===== src/rtl/i2s_tx_serializer.sv =====
module i2s_tx_serializer #(
  parameter int SW         = 24,
  parameter int HALF_SLOTS = 32,
  parameter int DIV        = 22
) (
  input  logic          clk,
  input  logic          rst_n,
  input  logic          cfg_left_ws_high,
  input  logic          cfg_first_edge,
  input  logic          cfg_master,
  input  logic          s_valid,
  output logic          s_ready,
  input  logic [SW-1:0] s_left,
  input  logic [SW-1:0] s_right,
  input  logic          ext_sck,
  input  logic          ext_ws,
  output logic          sck_out,
  output logic          ws_out,
  output logic          sd_out
);

  localparam int HDIV = DIV / 2;
  localparam int CW   = (HDIV > 1) ? $clog2(HDIV) : 1;
  localparam int SLW  = $clog2(2 * HALF_SLOTS);
  localparam int PW   = SLW - 1;
  localparam logic [SLW-1:0] LAST_SLOT = SLW'(2 * HALF_SLOTS - 1);
  localparam logic [SLW-1:0] MID_SLOT  = SLW'(HALF_SLOTS);
  localparam logic [SLW-1:0] PRE_MID   = SLW'(HALF_SLOTS - 1);
  localparam logic [PW:0]    SW_I      = (PW + 1)'(SW);
  localparam logic [CW-1:0]  DIV_TOP   = CW'(HDIV - 1);

  logic          m_act, fe_act, pol_act;
  logic [CW-1:0] div_cnt;
  logic          sck_q, ws_q, sd_q;
  logic [SLW-1:0] slot;
  logic [SW-1:0] act_l, act_r, pend_l, pend_r;
  logic          pend_full;
  logic [2:0]    sck_sy;
  logic [1:0]    ws_sy;
  logic          ws_seen;

  logic tick, slv_fall, slv_rise, fall_ev, rise_ev, bnd, take;
  logic fe_use, pol_use, nxt_bit;
  logic [SLW-1:0] nslot;
  logic [PW-1:0]  pos;
  logic [PW:0]    idx;
  logic [SW-1:0]  word, shifted;

  assign s_ready  = !pend_full;
  assign sck_out  = m_act & sck_q;
  assign ws_out   = m_act & ws_q;
  assign sd_out   = sd_q;

  assign tick     = m_act && (div_cnt == DIV_TOP);
  assign slv_fall = sck_sy[2] & ~sck_sy[1];
  assign slv_rise = ~sck_sy[2] & sck_sy[1];
  assign fall_ev  = m_act ? (tick && sck_q)  : slv_fall;
  assign rise_ev  = m_act ? (tick && !sck_q) : slv_rise;
  assign bnd      = fall_ev && (slot == LAST_SLOT);
  assign take     = bnd && pend_full;
  assign nslot    = slot + 1'b1;
  assign pos      = nslot[PW-1:0];
  assign fe_use   = bnd ? cfg_first_edge   : fe_act;
  assign pol_use  = bnd ? cfg_left_ws_high : pol_act;

  always_comb begin
    if (nslot[SLW-1]) word = act_r;
    else if (take)    word = pend_l;
    else              word = act_l;
    idx     = fe_use ? {1'b0, pos} : ({1'b0, pos} - 1'b1);
    shifted = word << idx;
    nxt_bit = (idx < SW_I) ? shifted[SW-1] : 1'b0;
  end

  always_ff @(posedge clk or negedge rst_n) begin
    if (!rst_n) begin
      sck_sy <= 3'b111;
      ws_sy  <= 2'b00;
    end else begin
      sck_sy <= {sck_sy[1:0], ext_sck};
      ws_sy  <= {ws_sy[0], ext_ws};
    end
  end

  always_ff @(posedge clk or negedge rst_n) begin
    if (!rst_n) begin
      div_cnt <= '0;
      sck_q   <= 1'b1;
    end else if (!m_act) begin
      div_cnt <= '0;
    end else if (tick) begin
      div_cnt <= '0;
      sck_q   <= ~sck_q;
    end else begin
      div_cnt <= div_cnt + 1'b1;
    end
  end

  always_ff @(posedge clk or negedge rst_n) begin
    if (!rst_n) begin
      slot    <= LAST_SLOT;
      sd_q    <= 1'b0;
      ws_q    <= 1'b1;
      ws_seen <= 1'b0;
    end else begin
      if (fall_ev) begin
        slot <= nslot;
        sd_q <= nxt_bit;
        ws_q <= nslot[SLW-1] ? ~pol_use : pol_use;
      end
      if (rise_ev && !m_act) begin
        ws_seen <= ws_sy[1];
        if (ws_sy[1] != ws_seen)
          slot <= (ws_sy[1] == pol_act) ? '0 : MID_SLOT;
      end
    end
  end

  always_ff @(posedge clk or negedge rst_n) begin
    if (!rst_n) begin
      m_act     <= 1'b1;
      fe_act    <= 1'b0;
      pol_act   <= 1'b0;
      act_l     <= '0;
      act_r     <= '0;
      pend_l    <= '0;
      pend_r    <= '0;
      pend_full <= 1'b0;
    end else begin
      if (bnd) begin
        m_act   <= cfg_master;
        fe_act  <= cfg_first_edge;
        pol_act <= cfg_left_ws_high;
      end
      if (take) begin
        act_l     <= pend_l;
        act_r     <= pend_r;
        pend_full <= 1'b0;
      end
      if (s_valid && !pend_full) begin
        pend_l    <= s_left;
        pend_r    <= s_right;
        pend_full <= 1'b1;
      end
    end
  end

  p_take_fills_r7: assert property (@(posedge clk) disable iff (!rst_n)
    (s_valid && s_ready) |=> !s_ready);

  p_cfg_at_frame_r10: assert property (@(posedge clk) disable iff (!rst_n)
    !bnd |=> $stable({m_act, fe_act, pol_act}));

  p_sd_after_fall_r3: assert property (@(posedge clk) disable iff (!rst_n)
    !fall_ev |=> $stable(sd_out));

  p_ws_half_only_r3: assert property (@(posedge clk) disable iff (!rst_n)
    (m_act && fall_ev && slot != LAST_SLOT && slot != PRE_MID) |=> $stable(ws_out));

  p_lead_zero_r5: assert property (@(posedge clk) disable iff (!rst_n)
    (m_act && !fe_act && slot[PW-1:0] == '0) |-> !sd_out);

  p_tail_zero_r6: assert property (@(posedge clk) disable iff (!rst_n)
    (m_act && slot[PW-1:0] > PW'(SW)) |-> !sd_out);

endmodule


===== config.mk =====
export PLATFORM = sky130hd
export DESIGN_NAME = i2s_tx_serializer
export DESIGN_NICKNAME = d
export VERILOG_FILES = /design/src/rtl/i2s_tx_serializer.sv
export SDC_FILE = /design/constraint.sdc
export NUM_CORES = 1
export LEC_CHECK = 0
export BUFFER_PORTS_ARGS = -buffer_cell sky130_fd_sc_hd__buf_4
export CAP_MARGIN = 20
export CORE_ASPECT_RATIO = 1.75
export CORE_UTILIZATION = 50
export CTS_CLUSTER_DIAMETER = 50
export DETAILED_ROUTE_END_ITERATION = 7
export PLACE_DENSITY = 0.67
export SYNTH_ARGS = -nofsm -noshare
export SYNTH_HDL_FRONTEND = slang
export SYNTH_SLANG_ARGS = --single-unit

===== constraint.sdc =====
create_clock -name clk -period 3.3 [get_ports clk]
set_clock_uncertainty 0.2 [all_clocks]
set_input_delay 0.66 -clock clk [delete_from_list [all_inputs] [get_ports clk]]
set_output_delay 0.66 -clock clk [all_outputs]
set_load 0.1 [all_outputs]

==> impl_metrics.ini <==
[routing]
routed_wirelength_um = 15000
drt_drc_violations_left = 0
vias_per_cell = 5.80
routed-via-count = 4464
drt_pre_antenna_iters = 5
postRouteAntennaNets = 0
initialDrtViolationCount = 226
avgRoutedWirePerCell_um = 19.6

[floorplan]
start_util_pct = 51.7
die_w_um = 83.2
row_count = 51
die_height_um = 144
floorplan.die_area_um2 = 12000
core_area_um2 = 11200
design.portCount = 60

[layout]
fill_cells = 902
finish.net_count = 684
antenna_cells_inserted = 0
fraction_of_the_core_area_covered_by_cells_at_the_end_of_the_flow_pct = 65.6
area_growth_pct = 26.9
drive_above_1_share_pct = 36.7

[synth]
ys_dominant_reg_cell = sky130_fd_sc_hd__dfrtp_1
synthAdderAreaFrac_pct = 0.650
syn_area_per_cell_um2 = 10.6
synth.cell_area_um2 = 5770
synth-simple-area-share_pct = 18.7
synth.top_cell.area_share_pct = 46.4
synthTopCellsByArea = sky130_fd_sc_hd__dfrtp_1 46%, sky130_fd_sc_hd__mux2_2 11%, sky130_fd_sc_hd__nand2_1 9.4%
synth.yosys.warnings = 0
post_synth_inst_count = 547
synth_compound_area_share_pct = 10.8
yosys-mux-area-fraction_pct = 12.0
yosysSeqAreaShare_pct = 51.8
syn_nets = 606
main_combinational_cell_family_by_area_after_synthesis = simple AND/OR/NAND/NOR gates
synth_cell_type_count = 73
synth_xor_xnor_area_share_pct = 2.28
post-synth-top-area-cell = sky130_fd_sc_hd__dfrtp_1
async_flop_share_pct = 100
yosys_register_bits = 119
number_of_enable_type_register_cells_in_the_synthesized_netlist = 0

[placed_design]
port_buffers = 59
post-dp-hpwl_um = 10500
globalplace.congestion = 0.953

[timing]
rsz0062_at_grt = no
timing.max_slew.rel_slack_pct = 54.5
hold_viol = 0
worstMarginPinSlew_ns = 0.678
achievable-frequency_mhz = 314
drv_slew = 0
final_period_minus_worst_setup_slack_ns = 3.19
setup-violations-final = 0
sum_of_negative_setup_slack_ns = 0
period_share_pct = 96.6

[global_routing]
grt.total_usage_pct = 25.3
maximum_number_of_pins_on_one_net_before_global_route_repair = 64
grt_overflow = 0
grt_pass1_vias = 4619
grt_first_pass_wirelength_um = 23200
grt_antenna_before_repair = 0

[clock_tree]
clock_tree.buffer_depth = 2
cts_inserted_buffers = 17
cts_tree = built
clock_tree.root_cell = sky130_fd_sc_hd__clkbuf_16
worst_skew_pair.late_latency_ns = 0.42
htreeDepth = 4
clkSlewWorstSetupHoldPaths_ns = 0.06
clock_sink_count = 119

[critical_path]
worstSetupEndpointType = flip-flop
crit_path_max_fanout = 7
critical_path_required_ns = 3.37
critPathLaunchType = flip-flop
timing_worst_setup_path_type = reg2reg
cp.arrival_ns = 3.26

[power]
power.switching_fraction_pct = 32.0
internal_power_uw = 3030
p_leak_uw = 0.00349
power.clock.fraction_pct = 38.9
power.ir.vdd_worst_uv = 545
switchingPower_uw = 1420
power_frac_seq_pct = 36.7
comb_power_share_pct = 24.4
power_density_nw_per_um2 = 608

[status]
outcome = finished, final reports clean

[min_path]
hp-class = in2reg

[flow_run]
cap_violations = 0
-- placed cells by master (no fill, tap or decap), types with 4 or more instances in the layout --
master | Yosys | layout
sky130_fd_sc_hd__a211oi_1 | 14 | 11
sky130_fd_sc_hd__a21boi_0 | 5 | 5
sky130_fd_sc_hd__a21oi_1 | 6 | 6
sky130_fd_sc_hd__and2_1 | 7 | 5
sky130_fd_sc_hd__and3_1 | 20 | 20
sky130_fd_sc_hd__buf_12 | 0 | 4
sky130_fd_sc_hd__buf_4 | 2 | 83
sky130_fd_sc_hd__clkbuf_16 | 0 | 20
sky130_fd_sc_hd__clkinvlp_4 | 0 | 5
sky130_fd_sc_hd__dfrtp_1 | 107 | 107
sky130_fd_sc_hd__dfstp_2 | 12 | 11
sky130_fd_sc_hd__inv_1 | 6 | 6
sky130_fd_sc_hd__inv_6 | 0 | 4
sky130_fd_sc_hd__mux2_2 | 54 | 54
sky130_fd_sc_hd__mux2i_1 | 5 | 5
sky130_fd_sc_hd__nand2_1 | 144 | 143
sky130_fd_sc_hd__nand3_1 | 8 | 8
sky130_fd_sc_hd__nand4_1 | 5 | 5
sky130_fd_sc_hd__nor2_1 | 14 | 13
sky130_fd_sc_hd__nor2b_1 | 5 | 4
sky130_fd_sc_hd__o21ai_0 | 12 | 12
sky130_fd_sc_hd__or2_2 | 5 | 5
sky130_fd_sc_hd__xnor2_1 | 8 | 7
sky130_fd_sc_hd__xor2_1 | 7 | 6
-- sequential cells by signal, summed over array words and instances, names as in the netlist, 2 cells and up --
| signal | count |
|---|---|
| act_l | 24 |
| act_r | 24 |
| div_cnt | 4 |
| pend_l | 24 |
| pend_r | 24 |
| sck_sy | 3 |
| slot | 6 |
| ws_sy | 2 |
-- through the flow --
step | total power [uW] | hold WS (ns) | cells | area (um^2) | worst slack, ns
3_3_place_gp | 2560 | 0.134 | 727 | 6410 | -0.0122
2_1_floorplan | 2240 | 0.131 | 547 | 5770 | 0.286
5_1_grt | 4610 | 0.140 | 769 | 7330 | 0.00123
4_1_cts | 4320 | 0.147 | 759 | 6990 | 0.0131
3_5_place_dp | 2570 | 0.147 | 727 | 6410 | -0.0212
6_report | 4450 | 0.152 | 769 | 7330 | 0.111
-- worst paths after layout --
| kind | start | end | slack (ns) | cells past startpoint |
|---|---|---|---|---|
| setup reg to reg | div_cnt[1]$_DFF_PN0_ | sd_out$_DFFE_PN0N_ | 0.11 | 11 |
| min in group asynchronous | rst_n | act_l[9]$_DFF_PN0_ | 0.45 | 2 |
| max in group asynchronous | rst_n | pend_r[4]$_DFFE_PN0P_ | 1.63 | 3 |
| setup / recovery | div_cnt[1]$_DFF_PN0_ | sd_out$_DFFE_PN0N_ | 0.11 | 11 |
| hold / removal | ext_sck | sck_sy[0]$_DFF_PN1_ | 0.15 | 1 |
| hold reg to reg | sck_sy[0]$_DFF_PN1_ | sck_sy[1]$_DFF_PN1_ | 0.15 | 0 |
-- area by class of cell --
type | instances | area [um^2] | area share (%)
clock inverter | 14 | 126 | 1.73
clock buffer | 17 | 425 | 5.81
tap | 132 | 165 | 2.25
sequential | 119 | 3000 | 40.9
timing repair buffer | 93 | 811 | 11.1
multi-input combinational | 387 | 2780 | 37.9
inverter | 7 | 26.3 | 0.359
-- synth_stat cells (6+ instances only) --
cell type                  number
sky130_fd_sc_hd__xnor2_1        8
sky130_fd_sc_hd__xor2_1         7
sky130_fd_sc_hd__dfstp_2       12
sky130_fd_sc_hd__nand2_1      144
sky130_fd_sc_hd__mux2_2        54
sky130_fd_sc_hd__o21ai_0       12
sky130_fd_sc_hd__buf_2          7
sky130_fd_sc_hd__buf_6          6
sky130_fd_sc_hd__inv_1          6
sky130_fd_sc_hd__and3_1        20
sky130_fd_sc_hd__a211oi_1      14
sky130_fd_sc_hd__clkbuf_1      15
sky130_fd_sc_hd__dfrtp_1      107
sky130_fd_sc_hd__nor2_1        14
sky130_fd_sc_hd__nand3_1        8
sky130_fd_sc_hd__a21oi_1        6
sky130_fd_sc_hd__and2_1         7
-- kinds of logic (layout without fill, tap and decap cells) --
kind of cell / Yosys count / count (layout)
simple gates: 231 / 231
fa+ha+maj: 3 / 3
buf+inv: 41 / 131
xor+xnor: 15 / 15
mux: 61 / 61
compound gates: 77 / 77
flops: 119 / 119
-- power groups by stage --
| stage | Combinational [uW] | Sequential (uW) | Clock [uW] |
|---|---|---|---|
| 4_1_cts | 957 | 1620 | 1750 |
| 6_report | 1090 | 1630 | 1730 |
| 3_3_place_gp | 925 | 1630 | 0 |
| 5_1_grt | 1160 | 1640 | 1810 |
| 2_1_floorplan | 613 | 1620 | 0 |
| 3_5_place_dp | 933 | 1640 | 0 |
-- routing by layer --
layer	share of wire [%]	up-vias	track usage (%)	wire length [um]
met5	0	-	0	0
met4	3.5	0	12.9	527
met3	2.7	33	4.57	413
met2	56	99	47.5	8460
met1	37	2261	26.9	5630
li1	-	2071	-	-
-- worst max-delay path, stage by stage (launching register included) --
cell and delay [ns]:
sky130_fd_sc_hd__dfrtp_1 0.41, sky130_fd_sc_hd__ha_2 0.19, sky130_fd_sc_hd__and3b_2 0.22, sky130_fd_sc_hd__a32o_2 0.29
sky130_fd_sc_hd__a21bo_1 0.23, sky130_fd_sc_hd__buf_4 0.17, sky130_fd_sc_hd__a21oi_4 0.21, sky130_fd_sc_hd__nor2_4 0.07
sky130_fd_sc_hd__mux4_2 0.42, sky130_fd_sc_hd__a21o_1 0.20, sky130_fd_sc_hd__o311ai_4 0.30, sky130_fd_sc_hd__o221ai_2 0.13
-- repair_timing --
| item | in CTS | in global routing |
|---|---|---|
| endpoints found under the setup margin | 1 | 1 |
| endpoints found under the hold margin | 12 | 0 |
| setup buffers | 0 | 7 |
| resized for setup | 5 | 33 |
| hold buffers | 1 | 0 |
| cloned | 0 | 3 |
| pin swaps | 1 | 14 |
Note: power is estimated with default switching activity, not from simulation.
